==> src/rtl/icache_cfg_pkg.sv <==
package icache_cfg_pkg;

  typedef enum logic [1:0] {
    INV_IDLE   = 2'd0,
    INV_GLOBAL = 2'd1,
    INV_BLOCK  = 2'd2
  } inv_mode_e;

  localparam logic [2:0] OFS_SIZE   = 3'd0;
  localparam logic [2:0] OFS_FREEZE = 3'd1;
  localparam logic [2:0] OFS_GINV   = 3'd2;
  localparam logic [2:0] OFS_BASE   = 3'd3;
  localparam logic [2:0] OFS_COUNT  = 3'd4;

endpackage

==> src/rtl/icache_size_map.sv <==
module icache_size_map #(
  parameter int TOTAL_KB = 32,
  parameter int MIN_KB   = 4,
  parameter int CODE_W   = 3,
  parameter int KB_W     = 6
) (
  input  logic [CODE_W-1:0] code_i,
  output logic              legal_o,
  output logic [KB_W-1:0]   cache_kb_o,
  output logic [KB_W-1:0]   sram_kb_o
);
  localparam int MAX_CODE = $clog2(TOTAL_KB / MIN_KB) + 1;

  always_comb begin
    legal_o = (int'(code_i) <= MAX_CODE);
    if (code_i == '0 || !legal_o) begin
      cache_kb_o = '0;
    end else begin
      cache_kb_o = KB_W'(MIN_KB) << (code_i - CODE_W'(1));
    end
    sram_kb_o = KB_W'(TOTAL_KB) - cache_kb_o;
  end

endmodule

==> src/rtl/icache_cfg_regfile.sv <==
module icache_cfg_regfile
  import icache_cfg_pkg::*;
#(
  parameter int ADDR_W = 32,
  parameter int CNT_W  = 16,
  parameter int CODE_W = 3
) (
  input  logic              clk,
  input  logic              rst_n,
  input  logic              wr_en_i,
  input  logic [2:0]        addr_i,
  input  logic [31:0]       wdata_i,
  input  logic              wcode_legal_i,
  input  logic              busy_i,
  input  logic              glob_active_i,
  output logic [CODE_W-1:0] size_q_o,
  output logic              freeze_q_o,
  output logic [ADDR_W-1:0] base_q_o,
  output logic [CNT_W-1:0]  wcount_o,
  output logic              glob_trig_o,
  output logic              blk_trig_o,
  output logic [31:0]       rdata_o
);
  logic [CODE_W-1:0] size_q, size_d;
  logic              freeze_q, freeze_d;
  logic [ADDR_W-1:0] base_q, base_d;
  logic [CNT_W-1:0]  count_q, count_d;
  logic              size_en, freeze_en_w, base_en, count_en;
  logic [CODE_W-1:0] wcode;

  assign wcode    = wdata_i[CODE_W-1:0];
  assign wcount_o = wdata_i[CNT_W-1:0];

  always_comb begin
    size_en     = wr_en_i && addr_i == OFS_SIZE && wcode_legal_i && wcode != size_q;
    freeze_en_w = wr_en_i && addr_i == OFS_FREEZE;
    base_en     = wr_en_i && addr_i == OFS_BASE;
    count_en    = wr_en_i && addr_i == OFS_COUNT && !busy_i;
    glob_trig_o = size_en || (wr_en_i && addr_i == OFS_GINV && wdata_i[0]);
    blk_trig_o  = count_en && wcount_o != '0;
    size_d      = size_en     ? wcode      : size_q;
    freeze_d    = freeze_en_w ? wdata_i[0] : freeze_q;
    base_d      = base_en     ? wdata_i[ADDR_W-1:0] : base_q;
    count_d     = count_en    ? wcount_o   : count_q;
  end

  always_ff @(posedge clk or negedge rst_n) begin
    if (!rst_n) begin
      size_q   <= '0;
      freeze_q <= 1'b0;
      base_q   <= '0;
      count_q  <= '0;
    end else begin
      size_q   <= size_d;
      freeze_q <= freeze_d;
      base_q   <= base_d;
      count_q  <= count_d;
    end
  end

  always_comb begin
    case (addr_i)
      OFS_SIZE:   rdata_o = 32'(size_q);
      OFS_FREEZE: rdata_o = 32'(freeze_q);
      OFS_GINV:   rdata_o = {30'd0, busy_i, glob_active_i};
      OFS_BASE:   rdata_o = 32'(base_q);
      OFS_COUNT:  rdata_o = 32'(count_q);
      default:    rdata_o = '0;
    endcase
  end

  assign size_q_o   = size_q;
  assign freeze_q_o = freeze_q;
  assign base_q_o   = base_q;

endmodule

==> src/rtl/icache_inv_seq.sv <==
module icache_inv_seq
  import icache_cfg_pkg::*;
#(
  parameter int ADDR_W     = 32,
  parameter int CNT_W      = 16,
  parameter int LINE_BYTES = 32,
  parameter int WORD_BYTES = 4,
  parameter int SETS       = 1024
) (
  input  logic                                  clk,
  input  logic                                  rst_n,
  input  logic                                  glob_trig_i,
  input  logic                                  blk_trig_i,
  input  logic [ADDR_W-1:0]                     base_i,
  input  logic [CNT_W-1:0]                      count_i,
  output logic                                  busy_o,
  output logic                                  glob_active_o,
  output logic                                  inv_valid_o,
  output logic [ADDR_W-$clog2(LINE_BYTES)-1:0]  inv_line_o
);
  localparam int OFF_W  = $clog2(LINE_BYTES);
  localparam int WSH    = $clog2(WORD_BYTES);
  localparam int LINE_W = ADDR_W - OFF_W;
  localparam logic [LINE_W-1:0] LAST_SET = LINE_W'(SETS - 1);

  inv_mode_e         mode_q, mode_d;
  logic [LINE_W-1:0] cur_q, cur_d;
  logic [LINE_W-1:0] last_q, last_d;
  logic [ADDR_W:0]   end_addr;
  logic [LINE_W-1:0] blk_first, blk_last;

  always_comb begin
    end_addr  = {1'b0, base_i} + ((ADDR_W+1)'(count_i) << WSH) - (ADDR_W+1)'(1);
    blk_first = base_i[ADDR_W-1:OFF_W];
    blk_last  = end_addr[ADDR_W] ? '1 : end_addr[ADDR_W-1:OFF_W];
  end

  always_comb begin
    mode_d = mode_q;
    cur_d  = cur_q;
    last_d = last_q;
    if (glob_trig_i) begin
      mode_d = INV_GLOBAL;
      cur_d  = '0;
    end else if (blk_trig_i && mode_q == INV_IDLE) begin
      mode_d = INV_BLOCK;
      cur_d  = blk_first;
      last_d = blk_last;
    end else if (mode_q == INV_GLOBAL) begin
      if (cur_q == LAST_SET) mode_d = INV_IDLE;
      else                   cur_d  = cur_q + LINE_W'(1);
    end else if (mode_q == INV_BLOCK) begin
      if (cur_q == last_q) mode_d = INV_IDLE;
      else                 cur_d  = cur_q + LINE_W'(1);
    end
  end

  always_ff @(posedge clk or negedge rst_n) begin
    if (!rst_n) begin
      mode_q <= INV_IDLE;
      cur_q  <= '0;
      last_q <= '0;
    end else begin
      mode_q <= mode_d;
      cur_q  <= cur_d;
      last_q <= last_d;
    end
  end

  assign busy_o        = mode_q != INV_IDLE;
  assign glob_active_o = mode_q == INV_GLOBAL;
  assign inv_valid_o   = busy_o;
  assign inv_line_o    = cur_q;

endmodule

==> src/rtl/icache_cfg_regs.sv <==
module icache_cfg_regs #(
  parameter int TOTAL_KB   = 32,
  parameter int MIN_KB     = 4,
  parameter int LINE_BYTES = 32,
  parameter int WORD_BYTES = 4,
  parameter int ADDR_W     = 32,
  parameter int CNT_W      = 16
) (
  input  logic                                  clk,
  input  logic                                  rst_n,
  input  logic                                  cfg_wr_en,
  input  logic [2:0]                            cfg_addr,
  input  logic [31:0]                           cfg_wdata,
  output logic [31:0]                           cfg_rdata,
  output logic [$clog2(TOTAL_KB+1)-1:0]         cache_kb,
  output logic [$clog2(TOTAL_KB+1)-1:0]         sram_kb,
  output logic                                  freeze_en,
  output logic                                  inv_valid,
  output logic                                  inv_global,
  output logic [ADDR_W-$clog2(LINE_BYTES)-1:0]  inv_line
);
  localparam int KB_W     = $clog2(TOTAL_KB + 1);
  localparam int MAX_CODE = $clog2(TOTAL_KB / MIN_KB) + 1;
  localparam int CODE_W   = $clog2(MAX_CODE + 1);
  localparam int SETS     = (TOTAL_KB * 1024) / LINE_BYTES;

  logic [1:0]        rst_sync_q;
  logic              rst_core_n;
  logic [CODE_W-1:0] size_q;
  logic [ADDR_W-1:0] base_q;
  logic [CNT_W-1:0]  wcount;
  logic              wcode_legal, cur_legal;
  logic [KB_W-1:0]   wcode_kb, wcode_sram;
  logic              glob_trig, blk_trig, busy, glob_active;

  always_ff @(posedge clk or negedge rst_n) begin
    if (!rst_n) rst_sync_q <= '0;
    else        rst_sync_q <= {rst_sync_q[0], 1'b1};
  end
  assign rst_core_n = rst_sync_q[1];

  icache_size_map #(.TOTAL_KB(TOTAL_KB), .MIN_KB(MIN_KB), .CODE_W(CODE_W), .KB_W(KB_W))
    u_wmap (.code_i(cfg_wdata[CODE_W-1:0]), .legal_o(wcode_legal),
            .cache_kb_o(wcode_kb), .sram_kb_o(wcode_sram));

  icache_size_map #(.TOTAL_KB(TOTAL_KB), .MIN_KB(MIN_KB), .CODE_W(CODE_W), .KB_W(KB_W))
    u_cmap (.code_i(size_q), .legal_o(cur_legal),
            .cache_kb_o(cache_kb), .sram_kb_o(sram_kb));

  icache_cfg_regfile #(.ADDR_W(ADDR_W), .CNT_W(CNT_W), .CODE_W(CODE_W)) u_regs (
    .clk(clk), .rst_n(rst_core_n), .wr_en_i(cfg_wr_en), .addr_i(cfg_addr),
    .wdata_i(cfg_wdata), .wcode_legal_i(wcode_legal), .busy_i(busy),
    .glob_active_i(glob_active), .size_q_o(size_q), .freeze_q_o(freeze_en),
    .base_q_o(base_q), .wcount_o(wcount), .glob_trig_o(glob_trig),
    .blk_trig_o(blk_trig), .rdata_o(cfg_rdata)
  );

  icache_inv_seq #(.ADDR_W(ADDR_W), .CNT_W(CNT_W), .LINE_BYTES(LINE_BYTES),
                   .WORD_BYTES(WORD_BYTES), .SETS(SETS)) u_seq (
    .clk(clk), .rst_n(rst_core_n), .glob_trig_i(glob_trig), .blk_trig_i(blk_trig),
    .base_i(base_q), .count_i(wcount), .busy_o(busy), .glob_active_o(glob_active),
    .inv_valid_o(inv_valid), .inv_line_o(inv_line)
  );

  assign inv_global = glob_active;

endmodule

==> config.mk <==
export PLATFORM = sky130hd
export DESIGN_NAME = icache_cfg_regs
export DESIGN_NICKNAME = d
export VERILOG_FILES = /design/src/rtl/icache_cfg_pkg.sv /design/src/rtl/icache_size_map.sv /design/src/rtl/icache_cfg_regfile.sv /design/src/rtl/icache_inv_seq.sv /design/src/rtl/icache_cfg_regs.sv
export SDC_FILE = /design/constraint.sdc
export NUM_CORES = 1
export LEC_CHECK = 0
export BUFFER_PORTS_ARGS = -buffer_cell sky130_fd_sc_hd__buf_2
export CAP_MARGIN = 20
export CELL_PAD_IN_SITES_DETAIL_PLACEMENT = 0
export CELL_PAD_IN_SITES_GLOBAL_PLACEMENT = 1
export CORE_UTILIZATION = 35
export DETAILED_ROUTE_END_ITERATION = 16
export PLACE_DENSITY = 0.68
export SLEW_MARGIN = 20
export SYNTH_ARGS = -nofsm -noshare
export SYNTH_HDL_FRONTEND = slang
export SYNTH_SLANG_ARGS = --single-unit
==> constraint.sdc <==
create_clock -name clk -period 3.9 [get_ports clk]
set_input_delay 0.585 -clock clk [delete_from_list [all_inputs] [get_ports clk]]
set_output_delay 0.585 -clock clk [all_outputs]
set_load 0.02 [all_outputs]
==> run summary, run 1 <==
GR Util All Layers: 0.2100
top cell type's share of synthesized area: 0.3652
max frequency: 301.7 MHz
global-route wire length before repair: 35760 um
Worst Path Required: 4200 ps
RR Startpoint: u_regs.base_q_o[9]$_DFFE_PN0P_
Post-CTS Hold Fix Bufs: 1
setup bufs post-CTS: 0
Initial Utilization: 0.3574
Syn Area/Cell: 8.375 um2
Critical Path AT: 3610 ps
CTS buffer count: 9
DIE WIDTH: 148.7 um
FF-to-FF path depth: 13
Netlist cell types: 62
Post-synth top flop: dfrtp_1
# IOs: 112
yosys warns: 0
Reg power frac: 0.346
Final Wtd Congestion: 0.8207
CP Max Fanout: 12
VDD IR-drop max: 259.5 uV
nets: 1070
cell internal pwr: 2416 uW
Antenna Nets Post-Route: 0
CTS max path bufs: 2
Synth area leader: dfrtp_1
largest cells by area after synthesis: dfrtp_1 (37%), ha_1 (8.3%), o21ai_0 (5.0%), nand2_1 (4.8%), inv_1 (4.4%)
combinational share of power: 0.419
actual slew at the worst max-slew pin: 859.3 ps
clock-pin slew on the worst setup and hold paths: 80 ps
# diodes: 0
Async SR Flop Fraction: 1.000
average wire per standard cell: 17.76 um
total grt overflow: 0
Iter 0 DRT Violations: 411
post-route design area: 0.008635 mm2
Fin. Hold Viols: 0
Net Sw Frac: 0.4127
total vias in the final route: 6689
area delta synth->final: 14.56%
Post-synth EDFFs: 0
vias in the first global route: 6351
final wirelength: 22420 um
clock share of power: 0.234
power density over cell area: 476.5 mW/mm2
synthesized area: 0.007537 mm2
largest net degree at the start of global routing: 61
switching pwr: 1698 uW
worst hold start: rst_sync_q[0]$_DFF_PN0_
Reg2Reg Setup Slack: 590 ps
via/cell ratio: 5.300
1st-pass router iterations: 5
Resized cells post-CTS: 0
outcome: completed
fin crit share: 0.8500
final setup TNS: 0 ps
Cells after Synth: 900
Hold Path Cell Cnt: 0
DRC Markers: 0
Hold EP: rst_sync_q[1]$_DFF_PN0_
Skew-Pair Late Insertion Delay: 360 ps
clock tree root buffer cell: clkbuf_16
die area: 0.02213 mm2
end of the worst register-to-register path: u_seq.last_q[5]$_DFFE_PN0P_
CTS tree: yes
share of layout cells above drive strength 1: 0.1692
Final Setup Violations: 0
maximum capacitance violations: 0
input/output buffers: 107
initial antenna violation count: 0
clk sinks: 110
unrepaired setup endpoints after global routing: false
H-tree levels: 3
placed cell areas: 0.008324 mm2
Die Y-Extent: 148.7 um
Slew Viols, Final: 0
Hold Path Class: flip-flop to flip-flop
post-DP HPWL: 16920 um
Clock Skew: 9.881 ps
Seq cells post-synth: 110
crit path kind: flip-flop to flip-flop
Critical Path End Type: flip-flop
Final min period: 3315 ps
core area: 0.02109 mm2
Slew headroom: 0.4271
Critical Path Source Type: flip-flop
cell leakage power: 0.004272 uW
row count: 53
post-synthesis sequential area ratio: 0.3652
## cell usage in the layout, fill, tap and decap left out, types with 10 or more instances in the layout
| cell type | count |
|---|---|
| nand3b_1 | 10 |
| o21ai_0 | 76 |
| inv_1 | 89 |
| nand2_1 | 97 |
| a22o_1 | 14 |
| xor2_1 | 21 |
| nor4_1 | 12 |
| nor3_1 | 24 |
| a21o_1 | 10 |
| ha_1 | 50 |
| nand3_1 | 18 |
| o21ai_1 | 25 |
| nor2_1 | 58 |
| mux2_2 | 17 |
| a31oi_1 | 23 |
| buf_4 | 16 |
| and3_1 | 10 |
| dfrtp_1 | 109 |
| a21oi_1 | 43 |
| nand4_1 | 13 |
| xnor2_1 | 35 |
| buf_2 | 107 |
## flip-flops by register name, indices dropped and copies added, names as in the netlist
| signal | cells |
|---|---|
| u_seq.last_q | 27 |
| rst_sync_q | 2 |
| u_regs.size_q_o | 3 |
| u_regs.base_q_o | 32 |
| u_seq.mode_q | 2 |
| u_regs.freeze_q_o | 1 |
| u_regs.count_q | 16 |
| u_seq.inv_line_o | 27 |
## power groups by stage
stage,sequential (uW),clock [uW],combinational [uW]
floorplan,1410,0,1240
global placement,1450,0,1720
detailed placement,1450,0,1710
CTS,1430,987,1730
global route,1450,1030,1930
finish,1430,964,1730
## stage by stage
stage            util  total power (uW)  setup WS, ps  std cells  hold WS, ps
2_1_floorplan       -              2657         608.8        903        289.4
4_1_cts        0.4095              4141         556.3       1262        362.1
3_3_place_gp   0.3947              3172         398.6       1245        338.9
5_1_grt        0.4095              4408         233.4       1262        372.6
3_5_place_dp   0.3947              3164         391.9       1245        340.2
6_report       0.4095              4114         585.0       1262        361.2
## cells in the mapped netlist, types with 8 or more instances
library cell	instances
xnor2_1	35
dfrtp_1	110
nand4_1	13
a22o_1	14
inv_1	89
mux2_2	17
nor3_1	24
and3_1	10
xor2_1	21
o21ai_1	25
o21ai_0	76
and4_1	8
nand2_1	97
buf_4	9
nor2_1	58
a21o_1	10
a31oi_1	23
o311a_1	9
clkbuf_1	45
nor4_1	12
nand3b_1	10
ha_1	50
a21oi_1	43
nand3_1	18
## layer usage
metal | track usage | wire, um | vias to the layer above
li1 | - | - | 3328
met1 | 0.3174 | 11670 | 3200
met2 | 0.3145 | 9720 | 144
met3 | 0.03058 | 751 | 17
met4 | 0.04439 | 272 | 0
met5 | 0 | 0 | -
## kinds of logic after synthesis
family                   after synthesis  synth area share
AND/OR/NAND/NOR                      274            0.1763
AO/OA/AOI/OAI                        244            0.2052
buffers and inverters                146           0.07752
flip-flops                           110            0.3652
XOR/XNOR                              56           0.06507
adder cells (fa/ha/maj)               50           0.08300
multiplexers                          18           0.02673
other                                  2         0.0009964
## final cells by class
class	instances	area [um2]
Clock buffer	10	239.0
Tap cell	275	344.1
Sequential cell	110	2756
Fill cell	2209	12450
Clock inverter	6	61.31
Inverter	89	334.1
Multi-Input combinational cell	647	4214
Timing Repair Buffer	125	685.7
## worst max-delay path by stage
stage | from | end
finish | u_regs.base_q_o[9]$_DFFE_PN0P_ | u_seq.last_q[5]$_DFFE_PN0P_
global route | u_regs.base_q_o[7]$_DFFE_PN0P_ | u_seq.last_q[3]$_DFFE_PN0P_
CTS | u_regs.base_q_o[9]$_DFFE_PN0P_ | u_seq.last_q[3]$_DFFE_PN0P_
detailed placement | cfg_wdata[7] | u_seq.last_q[3]$_DFFE_PN0P_
global placement | cfg_wdata[7] | u_seq.last_q[0]$_DFFE_PN0P_
floorplan | rst_sync_q[1]$_DFF_PN0_ | u_regs.base_q_o[0]$_DFFE_PN0P_
## worst max-delay path, cell delays in order, from the launching register on
cell      delay (ps)
dfrtp_1          480
inv_1             70
ha_1             270
inv_1             40
ha_1             320
a211oi_1         240
o21ai_0          150
a311oi_1         310
a21oi_1          150
a2111o_1         430
o21ai_1          300
buf_4            280
o21ai_0          120
nand2_1           90
Note: power is estimated with default switching activity, not from simulation.
==> run 2, diff against run 1 <==
PLACE_DENSITY = 0.71   (was 0.68)
clock period = 2.7 ns   (was 3.9 ns; I/O delays follow)
==> run summary, run 2 (same netlist as run 1, synthesis figures left out) <==
Fin. Hold Viols: 0
row count: 53
Reg2Reg Setup Slack: 100 ps
Hold Path Cell Cnt: 2
Hold Path Class: input port to flip-flop
VDD IR-drop max: 350.7 uV
GR Util All Layers: 0.2204
FF-to-FF path depth: 9
1st-pass router iterations: 5
unrepaired setup endpoints after global routing: true
CTS max path bufs: 2
max frequency: 384.2 MHz
Die Y-Extent: 148.7 um
slowest stage delay, CP: 550 ps
H-tree levels: 3
Critical Path Source Type: flip-flop
CTS buffer count: 9
most frequent cells in the layout: buf_4 (144), buf_2 (108), dfrtp_1 (103)
Critical Path End Type: flip-flop
highest-delay cell along the critical path: or4_4
Initial Utilization: 0.3574
post-route design area: 0.01021 mm2
# diodes: 0
# IOs: 112
global-route wire length before repair: 37600 um
average wire per standard cell: 16.92 um
Slew Viols, Final: 0
Iter 0 DRT Violations: 445
maximum capacitance violations: 0
clock tree root buffer cell: clkbuf_16
CP Max Fanout: 8
clk sinks: 110
Final Setup Violations: 0
actual slew at the worst max-slew pin: 1150 ps
clock-pin slew on the worst setup and hold paths: 80 ps
area delta synth->final: 35.41%
total grt overflow: 0
Pwr Total: 6955 uW
die area: 0.02213 mm2
total vias in the final route: 7177
crit path kind: flip-flop to flip-flop
fin crit share: 0.9640
Skew-Pair Late Insertion Delay: 360 ps
Worst Path Required: 2910 ps
via/cell ratio: 5.119
core area: 0.02109 mm2
Final min period: 2603 ps
nets: 1210
max reg flops: 32
crit-path cells: nor4_2, buf_4, nand4_1, or4_4, a221oi_4, buf_6, nand2b_4, o311a_1, a21oi_1
input/output buffers: 107
commonest non-fill, non-tap cell in the layout: buf_4
placed cell areas: 0.009369 mm2
CTS tree: yes
largest net degree at the start of global routing: 43
final wirelength: 23720 um
initial antenna violation count: 0
Antenna Nets Post-Route: 0
cell leakage power: 0.005021 uW
DIE WIDTH: 148.7 um
Critical Path AT: 2810 ps
outcome: completed
Slew headroom: 0.2296
post-DP HPWL: 18260 um
power density over cell area: 681.5 mW/mm2
Final Wtd Congestion: 0.8671
share of layout cells above drive strength 1: 0.3390
Clock Skew: 10.43 ps
vias in the first global route: 7119
DRC Markers: 0
-- run 2: cell count changes in the layout (fill, tap and decap cells not counted), moves of 10 or more --
cell     change
ha_4        +13
a21oi_1     -10
o21ai_1     +18
buf_4      +128
ha_1        -15
o21ai_0     -27
a21oi_2     +10
-- run 2: critical path, delay by kind of cell, from the launching register on --
family | cells | cell delay (ps)
AND/OR/NAND/NOR | 4 | 1160
buffers and inverters | 2 | 350
flip-flops | 1 | 400
AO/OA/AOI/OAI | 3 | 530
-- run 2: layout make-up --
type / instances / area [um2]
Fill cell: 2084 / 10880
Multi-Input combinational cell: 648 / 4677
Sequential cell: 110 / 2764
Timing Repair Buffer: 264 / 1804
Tap cell: 275 / 344.1
Inverter: 89 / 334.1
Clock buffer: 9 / 225.2
Clock inverter: 7 / 57.56
-- run 2: final timing paths --
| path | start | to |
|---|---|---|
| worst max register to register | u_seq.inv_line_o[18]$_DFFE_PN0P_ | u_seq.inv_line_o[11]$_DFFE_PN0P_ |
| worst max-delay path | u_seq.inv_line_o[18]$_DFFE_PN0P_ | u_seq.inv_line_o[11]$_DFFE_PN0P_ |
| max in group asynchronous | rst_sync_q[1]$_DFF_PN0_ | u_seq.inv_line_o[3]$_DFFE_PN0P_ |
| min in group asynchronous | rst_sync_q[1]$_DFF_PN0_ | u_regs.base_q_o[23]$_DFFE_PN0P_ |
| worst min-delay path | cfg_wdata[28] | u_regs.base_q_o[28]$_DFFE_PN0P_ |
| worst min register to register | rst_sync_q[1]$_DFF_PN0_ | u_regs.base_q_o[23]$_DFFE_PN0P_ |
-- run 2: routing by layer --
layer	share of wire	global-route usage
met5	0	0
met2	0.46	0.3477
met1	0.49	0.3162
met3	0.041	0.03242
met4	0.011	0.05306
-- run 2: stage by stage --
stage / TNS (ps) / hold WS (ps) / std cells / utilization / setup slack (ps)
6_report: 0 / 263.8 / 1402 / 0.4840 / 97.24
5_1_grt: -270.5 / 257.2 / 1402 / 0.4840 / -57.16
4_1_cts: -0.06017 / 252.7 / 1393 / 0.4635 / -0.06017
3_5_place_dp: -7301 / 192.4 / 1370 / 0.4443 / -329.4
3_3_place_gp: -6263 / 190.5 / 1370 / 0.4443 / -284.0
2_1_floorplan: 0 / 109.4 / 903 / - / 6.045
-- run 2: timing repair --
action                                  4_1_cts  5_1_grt
endpoints found under the hold margin         2        0
resized for setup                            19       88
pin swaps                                     3       50
hold buffers                                  1        0
endpoints found under the setup margin       41       55
cloned                                        3        1
setup buffers                                 3        8
-- run 2: where the power goes --
part	switching (uW)	internal, uW	leakage, uW
registers	154	1810	0.00145
logic	1960	1710	0.00344
clock network	684	639	0.000134
==> run 3, diff against run 2 <==
CORE_UTILIZATION = 37   (was 35)
PLACE_DENSITY = 0.74   (was 0.71)
==> run summary, run 3 (same netlist as run 1, synthesis figures left out) <==
outcome: completed
clock tree root buffer cell: clkbuf_16
total vias in the final route: 7200
average wire per standard cell: 16.79 um
Critical Path AT: 2930 ps
Final Setup Violations: 0
final setup margin: 20.39 ps
# diodes: 0
Fin. Hold Viols: 0
input/output buffers: 107
crit path kind: flip-flop to flip-flop
clk sinks: 110
via/cell ratio: 5.195
maximum capacitance violations: 0
Slew headroom: 0.2615
H-tree levels: 3
final setup TNS: 0 ps
slowest stage delay, CP: 370 ps
CP Max Fanout: 7
Final min period: 2680 ps
Skew-Pair Late Insertion Delay: 360 ps
Worst Path Required: 2950 ps
placed cells: 1355
most frequent cells in the layout: buf_4 (143), buf_2 (106), dfrtp_1 (105)
fin crit share: 0.9924
Final Wtd Congestion: 0.8610
Die Y-Extent: 144.7 um
delay-heaviest family, CP: compound AO/OA/AOI/OAI gates
VDD IR-drop max: 368.4 uV
final core utilization: 0.5079
post-DP HPWL: 17770 um
Fill cells: 1915
end of the worst register-to-register path: u_seq.last_q[19]$_DFFE_PN0P_
Reg2Reg Setup Slack: 20 ps
area delta synth->final: 32.87%
initial antenna violation count: 0
Critical Path Source Type: flip-flop
Critical Path End Type: flip-flop
CTS max path bufs: 2
nets: 1204
DRC Markers: 0
Hold Path Class: input port to flip-flop
RR Startpoint: u_regs.base_q_o[9]$_DFFE_PN0P_
final hold slack: 266.6 ps
clock-pin slew on the worst setup and hold paths: 80 ps
max frequency: 373.2 MHz
1st-pass router iterations: 5
GR Util All Layers: 0.2288
Antenna Nets Post-Route: 0
Setup crit start: u_regs.base_q_o[9]$_DFFE_PN0P_
DIE WIDTH: 144.7 um
# IOs: 112
Slew Viols, Final: 0
CTS tree: yes
final wirelength: 23280 um
core area: 0.01972 mm2
commonest non-fill, non-tap cell in the layout: buf_4
crit path buf inv count: 3
highest-delay cell along the critical path: dfrtp_1
Initial Utilization: 0.3823
max reg flops: 32
die area: 0.02095 mm2
cell leakage power: 0.004984 uW
crit-path cells: inv_2, ha_4, inv_2, ha_4, buf_4, and4_4, and4_1, o21ai_2, a21oi_2, a2111o_1, o21ai_4, or2_4, o22a_1
actual slew at the worst max-slew pin: 1103 ps
Iter 0 DRT Violations: 345
fin cells: 1386
total grt overflow: 0
FF-to-FF path depth: 13
global-route wire length before repair: 36150 um
power density over cell area: 688.2 mW/mm2
unrepaired setup endpoints after global routing: true
largest net degree at the start of global routing: 66
CTS buffer count: 9
Worst path depth: 13
vias in the first global route: 6619
post-place setup slack: -298.5 ps
share of layout cells above drive strength 1: 0.3140
Critical Path End: u_seq.last_q[19]$_DFFE_PN0P_
Clock Skew: 8.626 ps
row count: 51
[run 3: cell count changes in the layout (fill, tap and decap cells not counted), moves of 3 or more]
cell | previous run | this run
a21oi_2 | 10 | 7
inv_2 | 7 | 3
ha_1 | 35 | 39
o21ai_0 | 49 | 59
inv_1 | 82 | 86
o21ai_1 | 43 | 38
nor4_2 | 3 | 0
o21ai_2 | 7 | 3
[run 3: how the worst min path moves through the flow]
stage / start / end / slack, ps / cells after the start
after detailed placement: rst_n / rst_sync_q[0]$_DFF_PN0_ / 190 / 1
after global routing: cfg_wdata[22] / u_regs.base_q_o[22]$_DFFE_PN0P_ / 260 / 2
after floorplan: rst_n / rst_sync_q[0]$_DFF_PN0_ / 110 / 0
final: cfg_wdata[22] / u_regs.base_q_o[22]$_DFFE_PN0P_ / 270 / 2
after CTS: cfg_wdata[22] / u_regs.base_q_o[22]$_DFFE_PN0P_ / 250 / 2
after global placement: rst_n / rst_sync_q[0]$_DFF_PN0_ / 190 / 1
[run 3: worst reg2reg max path, stage by stage, from the launching register on]
cell	delay [ps]
dfrtp_1	370
inv_2	60
ha_4	260
inv_2	40
ha_4	260
buf_4	110
and4_4	210
and4_1	210
o21ai_2	60
a21oi_2	210
a2111o_1	210
o21ai_4	90
or2_4	300
o22a_1	180
[run 3: through the flow]
stage | total power, uW | instance area, um2
after floorplan | 3908 | 7647
after global placement | 5150 | 9306
after detailed placement | 5166 | 9306
after CTS | 6680 | 9714
after global routing | 7353 | 10010
final | 6892 | 10010
[run 3: timing repair]
item                                    CTS  global route
cloned                                    1             2
pin swaps                                 4            18
setup buffers                             3             8
hold endpoints to repair                  2             0
resized for setup                        19            53
hold buffers                              1             0
endpoints found under the setup margin   47            48
[run 3: layout make-up]
class / count / area [um2] / area share
tap: 265 / 331.6 / 0.03311
inverter: 89 / 334.1 / 0.03336
multi-input combinational: 648 / 4559 / 0.4553
clock buffer: 11 / 242.7 / 0.02424
clock inverter: 5 / 63.81 / 0.006372
sequential: 110 / 2761 / 0.2757
timing repair buffer: 258 / 1722 / 0.1719
[run 3: power breakdown]
| group | leakage [uW] | internal (uW) | switching (uW) |
|---|---|---|---|
| clock network | 0.000147 | 756 | 678 |
| registers | 0.00145 | 1810 | 166 |
| logic | 0.00339 | 1650 | 1840 |
| total | 0.00498 | 4210 | 2680 |
[run 3: metal layers]
layer | track usage | wire (um)
met1 | 0.3437 | 11770
met5 | 0 | 0
met4 | 0.06316 | 312
met3 | 0.02205 | 783
met2 | 0.3467 | 10410
